===== src/rtl/wm_pkg.sv =====
package wm_pkg;
  typedef enum logic [2:0] {
    RG_HI8  = 3'b000,
    RG_LO0  = 3'b001,
    RG_LO4  = 3'b010,
    RG_TOP  = 3'b011,
    RG_SCR  = 3'b100,
    RG_NONE = 3'b101,
    RG_ALL  = 3'b110,
    RG_BANK = 3'b111
  } region_e;

  function automatic region_e region_of(input logic [7:0] m);
    return region_e'({m[7:6], m[2]});
  endfunction

  // shortcut code applied to a mode byte
  function automatic logic [7:0] apply_code(input logic [7:0] m, input logic [1:0] c);
    logic [7:0] r;
    r = m;
    r[7:6] = c;
    r[2] = 1'b0;
    if (c == 2'b11) r[1] = 1'b0;
    return r;
  endfunction
endpackage


===== src/rtl/wm_mode_reg.sv =====
module wm_mode_reg #(
  parameter logic [7:0] MODE_RST = 8'hC1,
  parameter logic [7:0] OFF_MODE = 8'hB3,
  parameter logic [7:0] OFF_FLAG = 8'hB4,
  parameter logic [7:0] OFF_SC   = 8'h74
) (
  input  logic       clk_i,
  input  logic       rst_ni,
  input  logic       wr_i,
  input  logic       reg_en_i,
  input  logic       page_hit_i,
  input  logic [7:0] off_i,
  input  logic [7:0] data_i,
  output logic [7:0] mode_o
);
  import wm_pkg::*;

  localparam logic [5:0] SC_HI = OFF_SC[7:2];

  logic [7:0] mode_q, mode_d;
  logic       upd;

  assign upd = wr_i && reg_en_i && page_hit_i;

  always_comb begin
    mode_d = mode_q;
    if (upd) begin
      if (off_i == OFF_MODE)        mode_d = data_i;
      else if (off_i == OFF_FLAG)   mode_d = apply_code(mode_q, data_i[7:6]);
      else if (off_i[7:2] == SC_HI) mode_d = apply_code(mode_q, off_i[1:0]);
    end
  end

  always_ff @(posedge clk_i or negedge rst_ni) begin
    if (!rst_ni) mode_q <= MODE_RST;
    else         mode_q <= mode_d;
  end

  assign mode_o = mode_q;
endmodule


===== src/rtl/wm_flag_enc.sv =====
module wm_flag_enc (
  input  logic [7:0] mode_i,
  output logic [1:0] code_o
);
  import wm_pkg::*;

  always_comb begin
    unique case (region_of(mode_i))
      RG_HI8:  code_o = 2'b00;
      RG_LO4:  code_o = 2'b01;
      RG_SCR:  code_o = 2'b10;
      default: code_o = 2'b11;
    endcase
  end
endmodule


===== src/rtl/wm_region_dec.sv =====
module wm_region_dec #(
  parameter int         ADDR_W = 16,
  parameter logic [3:0] IO_NIB = 4'hD
) (
  input  logic              wr_i,
  input  logic [ADDR_W-1:0] addr_i,
  input  logic              bank_i,
  input  logic              io_mapped_i,
  input  logic [7:0]        mode_i,
  output logic              mirror_o
);
  import wm_pkg::*;

  localparam int TOP = ADDR_W - 1;

  region_e sel;
  logic    hit, z_hit, io_hit, owned;

  assign sel = region_of(mode_i);

  always_comb begin
    unique case (sel)
      RG_HI8:  hit = (addr_i[TOP -: 2] == 2'b10);
      RG_LO0:  hit = (addr_i[TOP -: 2] == 2'b00);
      RG_LO4:  hit = (addr_i[TOP -: 2] == 2'b01);
      RG_TOP:  hit = (addr_i[TOP -: 2] == 2'b11);
      RG_SCR:  hit = (addr_i[TOP -: 6] == 6'b000001);
      RG_NONE: hit = 1'b0;
      default: hit = 1'b1;
    endcase
  end

  assign z_hit  = !mode_i[0] && (sel != RG_NONE) && (addr_i[TOP:9] == '0);
  assign io_hit = io_mapped_i && (addr_i[TOP -: 4] == IO_NIB);
  assign owned  = (bank_i == mode_i[1]) || (sel == RG_ALL);

  assign mirror_o = wr_i && (io_hit || (owned && (hit || z_hit)));
endmodule


===== src/rtl/wm_mirror_policy.sv =====
module wm_mirror_policy #(
  parameter int         ADDR_W   = 16,
  parameter logic [7:0] REG_PAGE = 8'hD0,
  parameter logic [7:0] MODE_RST = 8'hC1,
  parameter logic [7:0] OFF_MODE = 8'hB3,
  parameter logic [7:0] OFF_FLAG = 8'hB4
) (
  input  logic              clk_i,
  input  logic              rst_ni,
  input  logic              wr_i,
  input  logic [ADDR_W-1:0] addr_i,
  input  logic [7:0]        data_i,
  input  logic              bank_i,
  input  logic              io_mapped_i,
  input  logic              reg_en_i,
  output logic              mirror_o,
  output logic [7:0]        rdata_o
);
  localparam logic [3:0] IO_NIB = REG_PAGE[7:4];

  logic       page_hit;
  logic [7:0] off;
  logic [7:0] mode_q;
  logic [1:0] flag_code;

  assign page_hit = (addr_i[ADDR_W-1 -: 8] == REG_PAGE);
  assign off      = addr_i[7:0];

  wm_mode_reg #(
    .MODE_RST(MODE_RST), .OFF_MODE(OFF_MODE), .OFF_FLAG(OFF_FLAG), .OFF_SC(8'h74)
  ) u_mode (
    .clk_i(clk_i), .rst_ni(rst_ni), .wr_i(wr_i), .reg_en_i(reg_en_i),
    .page_hit_i(page_hit), .off_i(off), .data_i(data_i), .mode_o(mode_q)
  );

  wm_flag_enc u_flag (.mode_i(mode_q), .code_o(flag_code));

  wm_region_dec #(.ADDR_W(ADDR_W), .IO_NIB(IO_NIB)) u_dec (
    .wr_i(wr_i), .addr_i(addr_i), .bank_i(bank_i), .io_mapped_i(io_mapped_i),
    .mode_i(mode_q), .mirror_o(mirror_o)
  );

  always_comb begin
    rdata_o = 8'h00;
    if (page_hit && off == OFF_MODE)      rdata_o = mode_q;
    else if (page_hit && off == OFF_FLAG) rdata_o = {flag_code, 6'b0};
  end
endmodule


===== config.mk =====
export PLATFORM = sky130hd
export DESIGN_NAME = wm_mirror_policy
export DESIGN_NICKNAME = d
export VERILOG_FILES = /design/src/rtl/wm_pkg.sv /design/src/rtl/wm_mode_reg.sv /design/src/rtl/wm_flag_enc.sv /design/src/rtl/wm_region_dec.sv /design/src/rtl/wm_mirror_policy.sv
export SDC_FILE = /design/constraint.sdc
export NUM_CORES = 1
export LEC_CHECK = 0
export BUFFER_PORTS_ARGS = -buffer_cell sky130_fd_sc_hd__buf_2
export CAP_MARGIN = 0
export CORE_AREA = 2 2 47 49
export CTS_BUF_LIST = sky130_fd_sc_hd__clkbuf_8
export CTS_CLUSTER_SIZE = 40
export DETAILED_ROUTE_END_ITERATION = 8
export DIE_AREA = 0 0 49 51
export GPL_ROUTABILITY_DRIVEN = 0
export PLACE_DENSITY = 0.6
export RECOVER_POWER = 100
export SLEW_MARGIN = 40
export SYNTH_ARGS = -nofsm -noshare
export SYNTH_HDL_FRONTEND = slang
export SYNTH_SLANG_ARGS = --single-unit

===== constraint.sdc =====
create_clock -name clk_i -period 3.3 [get_ports clk_i]
set_input_delay 0.66 -clock clk_i [delete_from_list [all_inputs] [get_ports clk_i]]
set_output_delay 0.66 -clock clk_i [all_outputs]
set_load 0.02 [all_outputs]

Word level (Yosys, flattened, before mapping)

Index checks and enable logic that the tools add are counted.
W data, S select, Z words.

Latch bits: 0
Output and inout port bits: 9
Memory bits (read-only): 0
Memory bits (writable): 0
Memories: 0
Register bits after elaboration: 8
Logic and storage cells: 53

Muxes and demuxes: 9
Shift operators: 0
Equality and inequality tests: 20
Reduce and logical (&&, ||, !) cells: 21
$mul: 0
Add/sub/neg operators: 0
Bitwise operators: 0
$lt $le $gt $ge: 0
Divide/modulo/power cells: 0

Operators by type and width:

| kind                 | number |
|---|---|
| $mux W8              | 5 |
| $eq A8 B8 Y1 const B | 3 |
| $eq A3 B3 Y1 const B | 3 |
| $logic_and A1 B1 Y1  | 9 |
| $eq A2 B2 Y1 const B | 4 |
| $logic_not A7 Y1     | 1 |
| $eq A3 B2 Y1 const B | 2 |
| $eq A6 B1 Y1 const B | 1 |
| $eq A6 B5 Y1 const B | 1 |
| $pmux W1 S6          | 1 |
| $pmux W2 S3          | 1 |
| $reduce_bool A3 Y1   | 2 |
| $eq A4 B4 Y1 const B | 1 |
| $reduce_and A2 Y1    | 2 |
| $reduce_and A4 Y1    | 1 |
| $eq A3 B1 Y1 const B | 1 |
| $logic_not A3 Y1     | 1 |
| $logic_or A1 B1 Y1   | 3 |
| $ne A3 B2 Y1 const B | 1 |
| $ne A3 B3 Y1 const B | 1 |
| $eq A2 B1 Y1 const B | 1 |
| $logic_not A2 Y1     | 1 |
| $mux W1              | 2 |
| $eq A1 B1 Y1         | 1 |
| $logic_not A1 Y1     | 1 |

Logic depth before layout (Yosys ltp)

Depth in word-level cells: 7
Mapped depth: 4

Hierarchy

From an unflattened synthesis, not the netlist that was laid out.

Cells, all modules: 82
Area, all modules: 789.5 µm²

Modules (own cells, without submodules):

| module           | area an instance (µm²) | cells an instance | instances |
|---|---|---|---|
| wm_mode_reg      | 496.7                  | 44                | 1 |
| wm_mirror_policy | 160.2                  | 19                | 1 |
| wm_region_dec    | 120.1                  | 17                | 1 |
| wm_flag_enc      | 12.5                   | 2                 | 1 |

Least setup slack after synthesis

Ideal clock, no wire load.

Kind: input port to output port
Start: in addr_i[11]
End: out mirror_o
Arrival time: 1.833 ns
Slack: 0.807 ns
Data required time: 2.640 ns
Cell stages on the path: 4
Cells stage by stage: or4_1 > nor2_1 > a221oi_1 > o21ai_0

Word-level cells in the longest chain between the ends: 6

Ends and longest elaborated chain:

| element                                                   | RTL line                                 | text |
|---|---|---|
| from (decl)                                               | wm_mirror_policy.sv:11                   | `input logic [ADDR_W-1:0] addr_i,` |
| $eq A6 B1 Y1 / $logic_not A7 Y1 (equally long branches)   | wm_region_dec.sv:27, wm_region_dec.sv:33 |  |
| $pmux W1 S6 / $logic_and A1 B1 Y1 (equally long branches) | wm_region_dec.sv:22, wm_region_dec.sv:33 |  |
| $logic_or A1 B1 Y1 *                                      | wm_region_dec.sv:37                      | `assign mirror_o = wr_i && (io_hit \|\| (owned && (hit \|\| z_hit)));` |
| $logic_and A1 B1 Y1 *                                     | wm_region_dec.sv:37                      |  |
| $logic_or A1 B1 Y1 *                                      | wm_region_dec.sv:37                      |  |
| $logic_and A1 B1 Y1 *                                     | wm_region_dec.sv:37                      |  |
| to (decl)                                                 | wm_mirror_policy.sv:16                   | `output logic mirror_o,` |

Mark *: on every way between the ends. The rest lies on a longest branch, timed or not.

Worst setup path after layout

Start: in addr_i[8]
End: out rdata_o[3]

Word-level cells in the longest chain between the ends: 3

Ends and longest elaborated chain:

| element             | RTL line               | text |
|---|---|---|
| $eq A8 B8 Y1        | wm_mirror_policy.sv:26 | `assign page_hit = (addr_i[ADDR_W-1 -: 8] == REG_PAGE);` |
| $logic_and A1 B1 Y1 | wm_mirror_policy.sv:45 | `if (page_hit && off == OFF_MODE) rdata_o = mode_q;` |
| $mux W8             | wm_mirror_policy.sv:45 |  |
| to (decl)           | wm_mirror_policy.sv:17 | `output logic [7:0] rdata_o` |

No other way between the ends.

==> results.yml <==
clock_network:
  clk_latency_ns: 0.22
  cts_made_buffers: 3
  clock_path_buffers: 2
  clk_pin_slew_ns: 0.04
  cts_tree: "done"
  cts.sinks: 8
  postCtsHoldBufs: 0
  root_buffer: "clkbuf_8"
  cts_resized: 0
  h-tree-depth: 1
  cts_setup_buffers: 0
pwr:
  p_per_area_nw_per_um2: 282.2
  ir_drop_mv: 0.1885
  leakage_nw: 0.3955
  power_w: 0.0002546
placed_design:
  io_buffers: 38
  pre_cts_ws_ns: 0.5840
  dp_hpwl_mm: 1.425
floorplanning:
  die_w_um: 49
  start_util_pct: 31.59
  core.rowCount: 17
  die_area_um2: 2499
  pin_count: 39
  coreArea_um2: 2063
  die_h_um: 51
sta:
  finalCritPeriodShare_pct: 83.27
  fin_skew_ns: 0
  tightest_slew_ns: 0.7980
  slew_headroom_pct: 46.39
  slew_viol_final: 0
  setup_violations: 0
  fin_tns_setup_ns: 0
  fmax_mhz: 363.9
  hold_violations: 0
  fin_ws_ns: 0.5521
  period_minus_slack_ns: 2.748
  rsz0062_at_grt: "no"
worst_setup_path:
  cp.arrival_ns: 2.09
  reg2reg_slack_ns: 2.37
  worst_path_largest_cell_delay_ns: 0.38
  cp-endpoint: "rdata_o[3]"
  reg2reg_depth: 2
  cp-startpoint: "addr_i[8]"
  worstPathRequired_ns: 2.64
  rr_endpoint: "u_mode.mode_o[1]"
  crit_path_cell_trace: "buf_2 -> nor4_1 -> nand4_1 -> nor2_1 -> and2_1 -> clkbuf_1"
  endpoint_kind: "primary output"
  path_max_fanout: 5
  crit_type: "input port to primary output"
  critPathSlowestCell: "nor4_1"
  crit_path_start_kind: "input port"
  r2r-start: "u_mode.mode_o[1]"
detailed_routing:
  wl_mm: 1.758
  ant_nets: 0
  drtIter0Drc: 11
  vias: 717
  dr.pass1.iters: 4
  viasPerCell: 5.121
  remaining_drc_errors: 0
  wl_per_cell_um: 12.56
synth:
  yosysUniqueCellTypes: 38
  synthCells: 70
  yosysWarnings: 0
  synth_nets: 100
  syn_area_per_cell_um2: 9.313
  synth-edff-count: 0
  syn_area_um2: 651.9
  ys.flop_type: "dfrtp_1"
  ys_ff_latch: 8
  async_flop_share_pct: 100.0
  yosysSeqAreaShare_pct: 31.29
finish:
  syn2layout_area_growth_pct: 38.39
  largest_reg_flops: 8
  drive_above_1_share_pct: 37.50
  nets: 143
  finalCoreUtilization_pct: 43.72
  diodes: 0
global_route:
  grt_pass1_vias: 660
  grt_usage_pct: 14.50
  grt_start_max_net_pins: 9
  antenna_found_initial: 0
  overflow: 0
  grt_pass1_wl_mm: 2.856
worst_hold_path:
  hold_class: "input port to asynchronous set/reset pin"
job:
  max_cap_viol_count: 0
status:
  status: "finished clean"
Yosys cell counts (2+ instances only):
cell | number | area, um^2
nand2_1 | 6 | 22.52
and2_1 | 5 | 31.28
dfrtp_1 | 5 | 125.1
mux2_2 | 5 | 56.30
inv_1 | 4 | 15.01
dfstp_2 | 3 | 78.83
nor2_1 | 3 | 11.26
a211o_1 | 2 | 17.52
a21oi_1 | 2 | 10.01
nand3b_1 | 2 | 15.01
nor4_1 | 2 | 12.51
o21ai_0 | 2 | 10.01
o311ai_0 | 2 | 17.52
or4_1 | 2 | 15.01
xnor2_1 | 2 | 17.52
critical path, delay by kind of cell:
family / cells / cell delay [ns]
buffers and inverters: 2 / 0.32
and+or+nand+nor: 4 / 1.11
per-layer routing:
layer  GRT usage [%]  up-vias  part of all wire, %
li1                -      363                    -
met1           18.05      327                   44
met2           24.66       27                   49
met3           2.924        0                  6.3
met4           5.714        0                    0
met5               0        -                    0
how the worst min path moves through the flow:
stage	slack (ns)	depth (start not counted)	end
floorplan	0.36	0	u_mode.mode_o[1]
global placement	0.49	1	u_mode.mode_o[4]
detailed placement	0.49	1	u_mode.mode_o[4]
CTS	0.26	1	u_mode.mode_o[5]
global route	0.36	1	u_mode.mode_o[5]
finish	0.34	1	u_mode.mode_o[5]
layout by cell type, fill, tap and decap left out, types with 2 or more instances in the layout:
cell type / instances
nor2_1: 3
dfrtp_1: 5
dfstp_2: 3
clkbuf_1: 8
o21ai_0: 2
or4_1: 2
o311ai_0: 2
and2_0: 3
nand3b_1: 2
and2_1: 2
mux2_2: 4
xnor2_1: 2
a21oi_1: 2
nor4_1: 2
a211o_1: 2
inv_1: 5
nand2_1: 6
nor3_1: 2
buf_2: 30
clkbuf_8: 3
power by group:
group | switching, W | internal (W) | leakage (nW)
Combinational | 0.0000192 | 0.0000192 | 0.273
Sequential | 0.0000000586 | 0.0000988 | 0.0958
Clock | 0.0000369 | 0.0000804 | 0.0269
area by class of cell:
class | count | area, um^2
clock buffer | 3 | 41.29
clock inverter | 1 | 3.754
fill | 233 | 1161
inverter | 4 | 15.01
multi-input combinational | 58 | 422.9
sequential | 8 | 203.9
tap | 28 | 35.03
timing repair buffer | 38 | 180.2
per-stage QoR:
stage / area (um^2) / std cells / hold WS, ns
6_report: 902.1 / 140 / 0.3351
5_1_grt: 902.1 / 140 / 0.3640
3_5_place_dp: 877.1 / 136 / 0.4882
3_3_place_gp: 877.1 / 136 / 0.4866
2_1_floorplan: 651.9 / 70 / 0.3644
4_1_cts: 922.1 / 140 / 0.2636
logic make-up (layout without fill, tap and decap cells):
kind of cell	after synthesis	in the layout	synth area share [%]
AND/OR/NAND/NOR	30	30	28.02
AO/OA/AOI/OAI	20	20	25.53
flip-flops	8	8	31.29
multiplexers	6	6	10.17
buffers and inverters	4	46	2.303
XOR/XNOR	2	2	2.688
Note: power is estimated with default switching activity, not from simulation.
